File: src/rtl/usb_tet_pkg.sv
package usb_tet_pkg;
  localparam int TMO_BITS = 19;
  localparam int CERR_W   = 2;

  typedef logic [CERR_W-1:0] cerr_t;

  // budget after one failure
  function automatic cerr_t cerr_dec(input cerr_t c);
    return c - cerr_t'(1);
  endfunction

  // this failure uses the last unit of the budget
  function automatic logic cerr_last(input cerr_t c);
    return c == cerr_t'(1);
  endfunction

  // host acknowledges only clean, accepted IN data
  function automatic logic ack_ok(input logic is_in, input logic crc_bad, input logic ovr);
    return is_in && !crc_bad && !ovr;
  endfunction
endpackage

File: src/rtl/usb_tet_turnaround.sv
module usb_tet_turnaround #(
  parameter int LIMIT = usb_tet_pkg::TMO_BITS
) (
  input  logic clk,
  input  logic rst_n,
  input  logic start,
  input  logic tick,
  input  logic sop,
  output logic tmo_pulse,
  output logic armed_o
);
  localparam int CW = $clog2(LIMIT + 1);

  logic [CW-1:0] cnt;
  logic          armed;
  logic          tmo_q;
  logic          at_limit;

  assign at_limit = (cnt == CW'(LIMIT - 1));

  always_ff @(posedge clk) begin
    if (!rst_n) begin
      cnt   <= '0;
      armed <= 1'b0;
      tmo_q <= 1'b0;
    end else begin
      tmo_q <= 1'b0;
      if (start) begin
        armed <= 1'b1;
        cnt   <= '0;
      end else if (armed && sop) begin
        armed <= 1'b0;
        cnt   <= '0;
      end else if (armed && tick) begin
        if (at_limit) begin
          armed <= 1'b0;
          tmo_q <= 1'b1;
          cnt   <= '0;
        end else begin
          cnt <= cnt + 1'b1;
        end
      end
    end
  end

  assign tmo_pulse = tmo_q;
  assign armed_o   = armed;
endmodule

File: src/rtl/usb_tet_handshake.sv
module usb_tet_handshake (
  input  logic clk,
  input  logic rst_n,
  input  logic pkt_end,
  input  logic is_in,
  input  logic crc_bad,
  input  logic ovr,
  output logic ack_pulse,
  output logic crc_evt
);
  import usb_tet_pkg::*;

  logic ack_q;

  always_ff @(posedge clk) begin
    if (!rst_n) ack_q <= 1'b0;
    else        ack_q <= pkt_end && ack_ok(is_in, crc_bad, ovr);
  end

  assign ack_pulse = ack_q;
  assign crc_evt   = pkt_end && crc_bad;
endmodule

File: src/rtl/usb_tet_budget.sv
module usb_tet_budget
  import usb_tet_pkg::*;
(
  input  logic  clk,
  input  logic  rst_n,
  input  logic  load,
  input  cerr_t load_val,
  input  logic  fail,
  output cerr_t cnt_o,
  output logic  halt_o,
  output logic  irq_o,
  output logic  unlim_o
);
  cerr_t cnt;
  logic  halt, irq, unlim;

  always_ff @(posedge clk) begin
    if (!rst_n) begin
      cnt   <= '0;
      halt  <= 1'b0;
      irq   <= 1'b0;
      unlim <= 1'b1;
    end else begin
      irq <= 1'b0;
      if (load) begin
        cnt   <= load_val;
        unlim <= (load_val == '0);
        halt  <= 1'b0;
      end else if (fail && !unlim && !halt) begin
        cnt <= cerr_dec(cnt);
        if (cerr_last(cnt)) begin
          halt <= 1'b1;
          irq  <= 1'b1;
        end
      end
    end
  end

  assign cnt_o   = cnt;
  assign halt_o  = halt;
  assign irq_o   = irq;
  assign unlim_o = unlim;
endmodule

File: src/rtl/usb_txn_err_tracker.sv
module usb_txn_err_tracker
  import usb_tet_pkg::*;
#(
  parameter int LIMIT = TMO_BITS
) (
  input  logic              clk,
  input  logic              rst_n,
  input  logic              desc_start,
  input  logic [CERR_W-1:0] err_count_init,
  input  logic              host_eop_end,
  input  logic              bit_tick,
  input  logic              dev_sop,
  input  logic              dev_pkt_end,
  input  logic              dir_in,
  input  logic              rx_crc_bad,
  input  logic              rx_overrun,
  output logic              send_ack,
  output logic              bus_timeout,
  output logic [CERR_W-1:0] err_count,
  output logic              desc_halted,
  output logic              err_event
);
  // internal events, named for the checker
  logic tmo_evt;
  logic crc_evt;
  logic fail_evt;
  logic unlim;
  logic tmr_armed;

  usb_tet_turnaround #(.LIMIT(LIMIT)) u_tmr (
    .clk       (clk),
    .rst_n     (rst_n),
    .start     (host_eop_end),
    .tick      (bit_tick),
    .sop       (dev_sop),
    .tmo_pulse (tmo_evt),
    .armed_o   (tmr_armed)
  );

  usb_tet_handshake u_hs (
    .clk       (clk),
    .rst_n     (rst_n),
    .pkt_end   (dev_pkt_end),
    .is_in     (dir_in),
    .crc_bad   (rx_crc_bad),
    .ovr       (rx_overrun),
    .ack_pulse (send_ack),
    .crc_evt   (crc_evt)
  );

  assign fail_evt = crc_evt || tmo_evt;

  usb_tet_budget u_bud (
    .clk      (clk),
    .rst_n    (rst_n),
    .load     (desc_start),
    .load_val (err_count_init),
    .fail     (fail_evt),
    .cnt_o    (err_count),
    .halt_o   (desc_halted),
    .irq_o    (err_event),
    .unlim_o  (unlim)
  );

  assign bus_timeout = tmo_evt;
endmodule

File: config.mk
export PLATFORM = sky130hd
export DESIGN_NAME = usb_txn_err_tracker
export DESIGN_NICKNAME = d
export VERILOG_FILES = /design/src/rtl/usb_tet_pkg.sv /design/src/rtl/usb_tet_turnaround.sv /design/src/rtl/usb_tet_handshake.sv /design/src/rtl/usb_tet_budget.sv /design/src/rtl/usb_txn_err_tracker.sv
export SDC_FILE = /design/constraint.sdc
export NUM_CORES = 1
export LEC_CHECK = 0
export BUFFER_PORTS_ARGS = -buffer_cell sky130_fd_sc_hd__buf_2
export CAP_MARGIN = 20
export CELL_PAD_IN_SITES_DETAIL_PLACEMENT = 0
export CELL_PAD_IN_SITES_GLOBAL_PLACEMENT = 2
export CORE_MARGIN = 4
export CORE_UTILIZATION = 31
export CTS_CLUSTER_SIZE = 28
export DETAILED_ROUTE_END_ITERATION = 10
export PLACE_DENSITY = 0.88
export SLEW_MARGIN = 5
export SYNTH_ARGS = -nofsm -noshare
export SYNTH_HDL_FRONTEND = slang
export SYNTH_HIERARCHICAL = 1
export SYNTH_SLANG_ARGS = --single-unit
File: constraint.sdc
create_clock -name clk -period 2.5 [get_ports clk]
set_input_delay 0.75 -clock clk [delete_from_list [all_inputs] [get_ports clk]]
set_output_delay 0.75 -clock clk [all_outputs]
set_load 0.005 [all_outputs]
==> results.py, run 1 <==
metrics = {
    "run_status": {
        "status": "completed",
    },
    "run": {
        "cap_violations": 0,
    },
    "synth": {
        "yosys-mux-area-fraction": 0.0165,
        "ys_seq_area_frac": 0.430,
        "synth_nets": 76,
        "synth-seq-cells": 13,
        "synth_compound_area_frac": 0.132,
        "syn-cell-area_um2": 606,
        "synth_area_leader_cell": "dfxtp_1",
        "ys.warnings.count": 6,
        "synthSimpleGateAreaFrac": 0.298,
        "synth_xor_area_frac": 0.0434,
        "yosys.area_share.adder": 0.0620,
        "yosysUniqueCellTypes": 28,
        "synth_cells": 61,
        "avgSynthCellArea_um2": 9.93,
        "synth_top_area_share": 0.430,
        "synth_area_leaders": "dfxtp_1 43%, ha_1 6.2%, o21ai_0 5.0%",
        "synth_top_family_by_area": "simple AND/OR/NAND/NOR gates",
    },
    "min_path": {
        "hp-class": "flop to flop",
        "hold_start": "u_tmr/cnt[4]$_SDFFE_PP0P_",
    },
    "clock_tree": {
        "post_cts_buffers": 0,
        "root_buffer": "clkbuf_4",
        "htree_levels": 1,
        "clk_latency_ns": 0.27,
        "hold_buffers": 0,
        "cts_resized": 0,
        "cts_made_buffers": 3,
        "cts_tree": "built",
        "cts.sinks": 13,
        "clk_pin_slew_ns": 0.08,
        "clk_path_buf_depth": 2,
    },
    "timing": {
        "fin_crit_sh": 0.623,
        "fin_crit_ns": 1.56,
        "tightest_slew_ns": 0.494,
        "slew_violations": 0,
        "holdWs_ns": 0.524,
        "finalHoldViolCount": 0,
        "setup_viol": 0,
        "fin_worst_skew_ns": 0.00215,
        "setup_tns_ns": 0,
        "slew_headroom": 0.668,
        "grt_setup_unrepaired": "no",
        "clock.fmax_mhz": 642,
    },
    "critical_path": {
        "crit_buf_inv": 1,
        "arrival_ns": 0.81,
        "worstPathRequired_ns": 1.75,
        "cp-end-kind": "output port",
        "critPathLaunchType": "flop",
        "cpPeakStageDelay_ns": 0.40,
        "crit_slowest_cell": "dfxtp_1",
        "critical_path.startpoint": "u_bud/halt_o$_SDFFE_PP0P_",
        "critPathKind": "flop to output port",
        "worst-path-max-fanout": 3,
        "r2r-start": "u_tmr/cnt[1]$_SDFFE_PP0P_",
        "critPathTopFamily": "flip-flops",
        "cp_cell_sequence": "buf_2",
    },
    "placed_design": {
        "io_buffers": 17,
        "gp_congestion": 0.751,
        "post-place-cells": 103,
    },
    "pwr": {
        "peakVddDrop_mv": 0.283,
        "totalPowerFinal_mw": 0.384,
        "p_leak_nw": 0.291,
        "powerDensity_nw_per_um2": 513,
    },
    "detailed_routing": {
        "drc_errors": 0,
        "drt-total-wl_mm": 1.17,
        "drt-vias-per-instance": 4.75,
        "ant_nets": 0,
        "drt_iter0_drc": 7,
        "via_count": 508,
        "routedWlPerCell_um": 11.0,
        "firstDrtPassIters": 2,
    },
    "cells_and_area": {
        "area_growth_pct": 23.6,
        "fin_util": 0.420,
        "n_antenna_cell": 0,
        "final_cell_mix": "17 x buf_2, 13 x dfxtp_1, 6 x o21ai_0",
        "nets": 98,
        "num-fill-cells": 193,
        "final_cells": 107,
        "multiInputGateArea_um2": 334,
        "drive_above_1_share": 0.341,
        "seq_area_um2": 260,
        "mostFrequentLayoutCell": "buf_2",
    },
    "floorplan": {
        "pin_count": 18,
        "start_util": 0.340,
        "core_um2": 1780,
        "rows": 15,
        "die_h_um": 52.2,
        "die-area_um2": 2720,
        "die_w_um": 52.2,
    },
    "global_route": {
        "grt_max_degree": 10,
        "grtUsageTotal": 0.0974,
        "grt_first_pass_wirelength_mm": 1.99,
        "grt_pass1_vias": 455,
        "grt_antenna_before_repair": 0,
        "gr-total-overflow": 0,
    },
}
==> synthesized netlist by cell type <==
cell      instances
nor4_4            1
nand3_2           1
o21ai_1           1
nand3_1           1
nand3b_1          2
nor2b_1           1
or2_1             1
ha_1              3
mux2i_1           1
xor2_1            1
nand2_2           1
nand2_1           5
nor4_1            1
and2_1            1
a21oi_1           4
and3_2            1
dfxtp_1          13
nor3b_1           1
nor3_1            2
inv_1             3
nor2_1            1
o21ai_0           6
xnor2_1           2
a211oi_2          2
or3_1             2
nor3b_4           1
and4_2            1
nand4b_1          1
==> per-stage QoR <==
stage	setup slack, ns	cell area (um^2)
6_report	0.942	748
5_1_grt	0.897	748
4_1_cts	0.929	748
3_5_place_dp	0.786	722
3_3_place_gp	0.789	722
2_1_floorplan	0.934	606
==> power by group <==
| group | switching (mW) | leakage [nW] | internal [mW] |
|---|---|---|---|
| clock network | 0.0637 | 0.0150 | 0.0617 |
| registers | 0.00634 | 0.106 | 0.213 |
| logic | 0.0193 | 0.171 | 0.0197 |
==> layout make-up <==
cell class | count | area share
Timing Repair Buffer | 17 | 0.114
Clock buffer | 4 | 0.0351
Tap cell | 25 | 0.0418
Inverter | 3 | 0.0151
Sequential cell | 13 | 0.348
Multi-Input combinational cell | 45 | 0.446
==> worst reg2reg max path, cell delays in order, from the launching register on <==
cell and delay [ns]:
dfxtp_1 0.38, ha_1 0.18, nand3_2 0.10, or3_1 0.37, a211oi_2 0.21
==> state kept, by name (all words and copies together) (netlist names) <==
name / count
u_tmr/armed_o: 1
u_tmr/cnt: 5
u_bud/irq_o: 1
u_bud/unlim_o: 1
u_bud/cnt_o: 2
u_tmr/tmo_pulse: 1
u_hs/ack_pulse: 1
u_bud/halt_o: 1
==> kinds of logic (layout without fill, tap and decap cells) <==
logic type | count (synthesis) | after routing
and+or+nand+nor | 25 | 25
AOI/OAI and AO/OA | 13 | 13
DFF | 13 | 13
adders and majority gates | 3 | 3
xor gates and xnor gates | 3 | 3
buffers and inverters | 3 | 24
muxes | 1 | 1
==> layer usage <==
metal  routed length, um  global-route usage  up-vias  share of wire
li1                    -                   -      263              -
met5                   0                   0        -              0
met2                 488               0.146       13           0.42
met1                 599               0.118      230           0.51
met4                  12              0.0511        0          0.010
met3                  73              0.0399        2          0.062
==> path summary, 6_finish.rpt <==
| kind | to | slack, ns | cells after the start |
|---|---|---|---|
| max reg2reg | u_tmr/cnt[4]$_SDFFE_PP0P_ | 1.19 | 4 |
| min | u_tmr/cnt[4]$_SDFFE_PP0P_ | 0.52 | 2 |
| max | desc_halted | 0.94 | 1 |
| min reg2reg | u_tmr/cnt[4]$_SDFFE_PP0P_ | 0.52 | 2 |
(Power assumes the default switching activity.)
==> inputs of run 2 (changes only) <==
CORE_UTILIZATION = 28   (was 31)
PLACE_DENSITY = 0.82   (was 0.88)
clock period = 1.48 ns   (was 2.5 ns; I/O delays follow)
==> results.py, run 2 (synthesis gave the netlist of run 1 again) <==
metrics = {
    "critical_path": {
        "critPathKind": "flop to flop",
        "r2r_setup_slack_ns": 0.17,
        "r2r_end": "u_tmr/cnt[4]$_SDFFE_PP0P_",
        "arrival_ns": 1.50,
        "worstSetupEndpoint": "u_tmr/cnt[4]$_SDFFE_PP0P_",
        "critical_path.startpoint": "u_tmr/cnt[1]$_SDFFE_PP0P_",
        "worst-path-max-fanout": 4,
        "reg2reg_depth": 4,
        "r2r-start": "u_tmr/cnt[1]$_SDFFE_PP0P_",
        "worstPathRequired_ns": 1.67,
        "critPathLaunchType": "flop",
        "cp-end-kind": "flop",
    },
    "cells_and_area": {
        "largest_reg_flops": 5,
        "final_cell_mix": "17 x buf_2, 13 x dfxtp_1, 6 x o21ai_0",
        "nets": 100,
        "regMostFlops": "u_tmr/cnt",
        "area_growth_pct": 26.4,
        "drive_above_1_share": 0.357,
        "mostFrequentLayoutCell": "buf_2",
        "n_antenna_cell": 0,
    },
    "timing": {
        "grt_setup_unrepaired": "no",
        "setup_tns_ns": 0,
        "fin_crit_sh": 0.885,
        "fin_crit_ns": 1.31,
        "fin_worst_skew_ns": 0.000882,
        "finalHoldViolCount": 0,
        "clock.fmax_mhz": 763,
        "setup_viol": 0,
        "tightest_slew_ns": 0.308,
        "slew_violations": 0,
        "slew_headroom": 0.794,
    },
    "floorplan": {
        "rows": 16,
        "start_util": 0.303,
        "pin_count": 18,
        "die_w_um": 54.5,
        "core_um2": 2000,
        "die_h_um": 54.5,
        "die-area_um2": 2970,
    },
    "pwr": {
        "peakVddDrop_mv": 0.308,
        "powerDensity_nw_per_um2": 849,
        "p_leak_nw": 0.302,
        "totalPowerFinal_mw": 0.650,
    },
    "placed_design": {
        "io_buffers": 17,
        "dp_hpwl_um": 951,
        "gp_congestion": 0.722,
    },
    "clock_tree": {
        "clk_latency_ns": 0.26,
        "cts_resized": 0,
        "clk_path_buf_depth": 2,
        "cts.sinks": 13,
        "hold_buffers": 0,
        "clk_pin_slew_ns": 0.08,
        "htree_levels": 1,
        "root_buffer": "clkbuf_4",
        "cts_tree": "built",
        "cts_made_buffers": 3,
        "post_cts_buffers": 0,
    },
    "detailed_routing": {
        "drt-total-wl_mm": 1.19,
        "drc_errors": 0,
        "ant_nets": 0,
        "firstDrtPassIters": 5,
        "drt_iter0_drc": 8,
        "via_count": 488,
        "routedWlPerCell_um": 10.7,
        "drt-vias-per-instance": 4.40,
    },
    "global_route": {
        "grt_max_degree": 9,
        "grt_pass1_vias": 489,
        "grt_first_pass_wirelength_mm": 1.93,
        "grtUsageTotal": 0.0924,
        "gr-total-overflow": 0,
        "grt_antenna_before_repair": 0,
    },
    "run_status": {
        "status": "completed",
    },
    "run": {
        "cap_violations": 0,
    },
    "min_path": {
        "whs_path_depth": 2,
        "hp-class": "primary input to flop",
    },
}
run 2: cell count changes in the layout (fill, tap and decap cells not counted), sizes merged:
| cell | before | now |
|---|---|---|
| buf | 17 | 19 |
run 2: worst min path at each step:
stage	start	endpoint	slack [ns]
finish	rx_crc_bad	u_hs/ack_pulse$_SDFF_PN0_	0.33
detailed placement	u_tmr/cnt[4]$_SDFFE_PP0P_	u_tmr/cnt[4]$_SDFFE_PP0P_	0.52
global route	rx_crc_bad	u_hs/ack_pulse$_SDFF_PN0_	0.32
global placement	u_tmr/cnt[4]$_SDFFE_PP0P_	u_tmr/cnt[4]$_SDFFE_PP0P_	0.51
floorplan	u_tmr/cnt[4]$_SDFFE_PP0P_	u_tmr/cnt[4]$_SDFFE_PP0P_	0.49
CTS	rx_crc_bad	u_hs/ack_pulse$_SDFF_PN0_	0.33
run 2: layout make-up:
cell class | count | area [um^2]
Clock buffer | 4 | 26.3
Fill cell | 204 | 1240
Inverter | 3 | 11.3
Multi-Input combinational cell | 45 | 334
Sequential cell | 13 | 260
Tap cell | 27 | 33.8
Timing Repair Buffer | 19 | 100
run 2: stage by stage:
stage	setup WS [ns]	util	std cells	instance area (um^2)	hold WS (ns)
6_report	0.170	0.383	111	766	0.333
5_1_grt	0.0595	0.383	111	766	0.324
4_1_cts	0.160	0.383	111	766	0.329
3_5_place_dp	0.0854	0.369	107	739	0.524
3_3_place_gp	0.0823	0.369	107	739	0.508
2_1_floorplan	0.220	-	61	606	0.492
run 2: per-layer routing:
metal | GRT usage | vias up | share of wire
met3 | 0.0109 | 2 | 0.036
met4 | 0.0871 | 0 | 0.023
met5 | 0 | - | 0
met2 | 0.139 | 10 | 0.43
li1 | - | 264 | -
met1 | 0.112 | 212 | 0.51
run 2: critical path, stage by stage, from the launching register on:
cell,delay (ns)
dfxtp_1,0.39
ha_1,0.18
nand3_2,0.10
or3_1,0.37
a211oi_2,0.20
run 2: power by group:
group | switching [mW] | internal (mW)
Combinational | 0.0326 | 0.0348
Clock | 0.109 | 0.104
Sequential | 0.00958 | 0.360
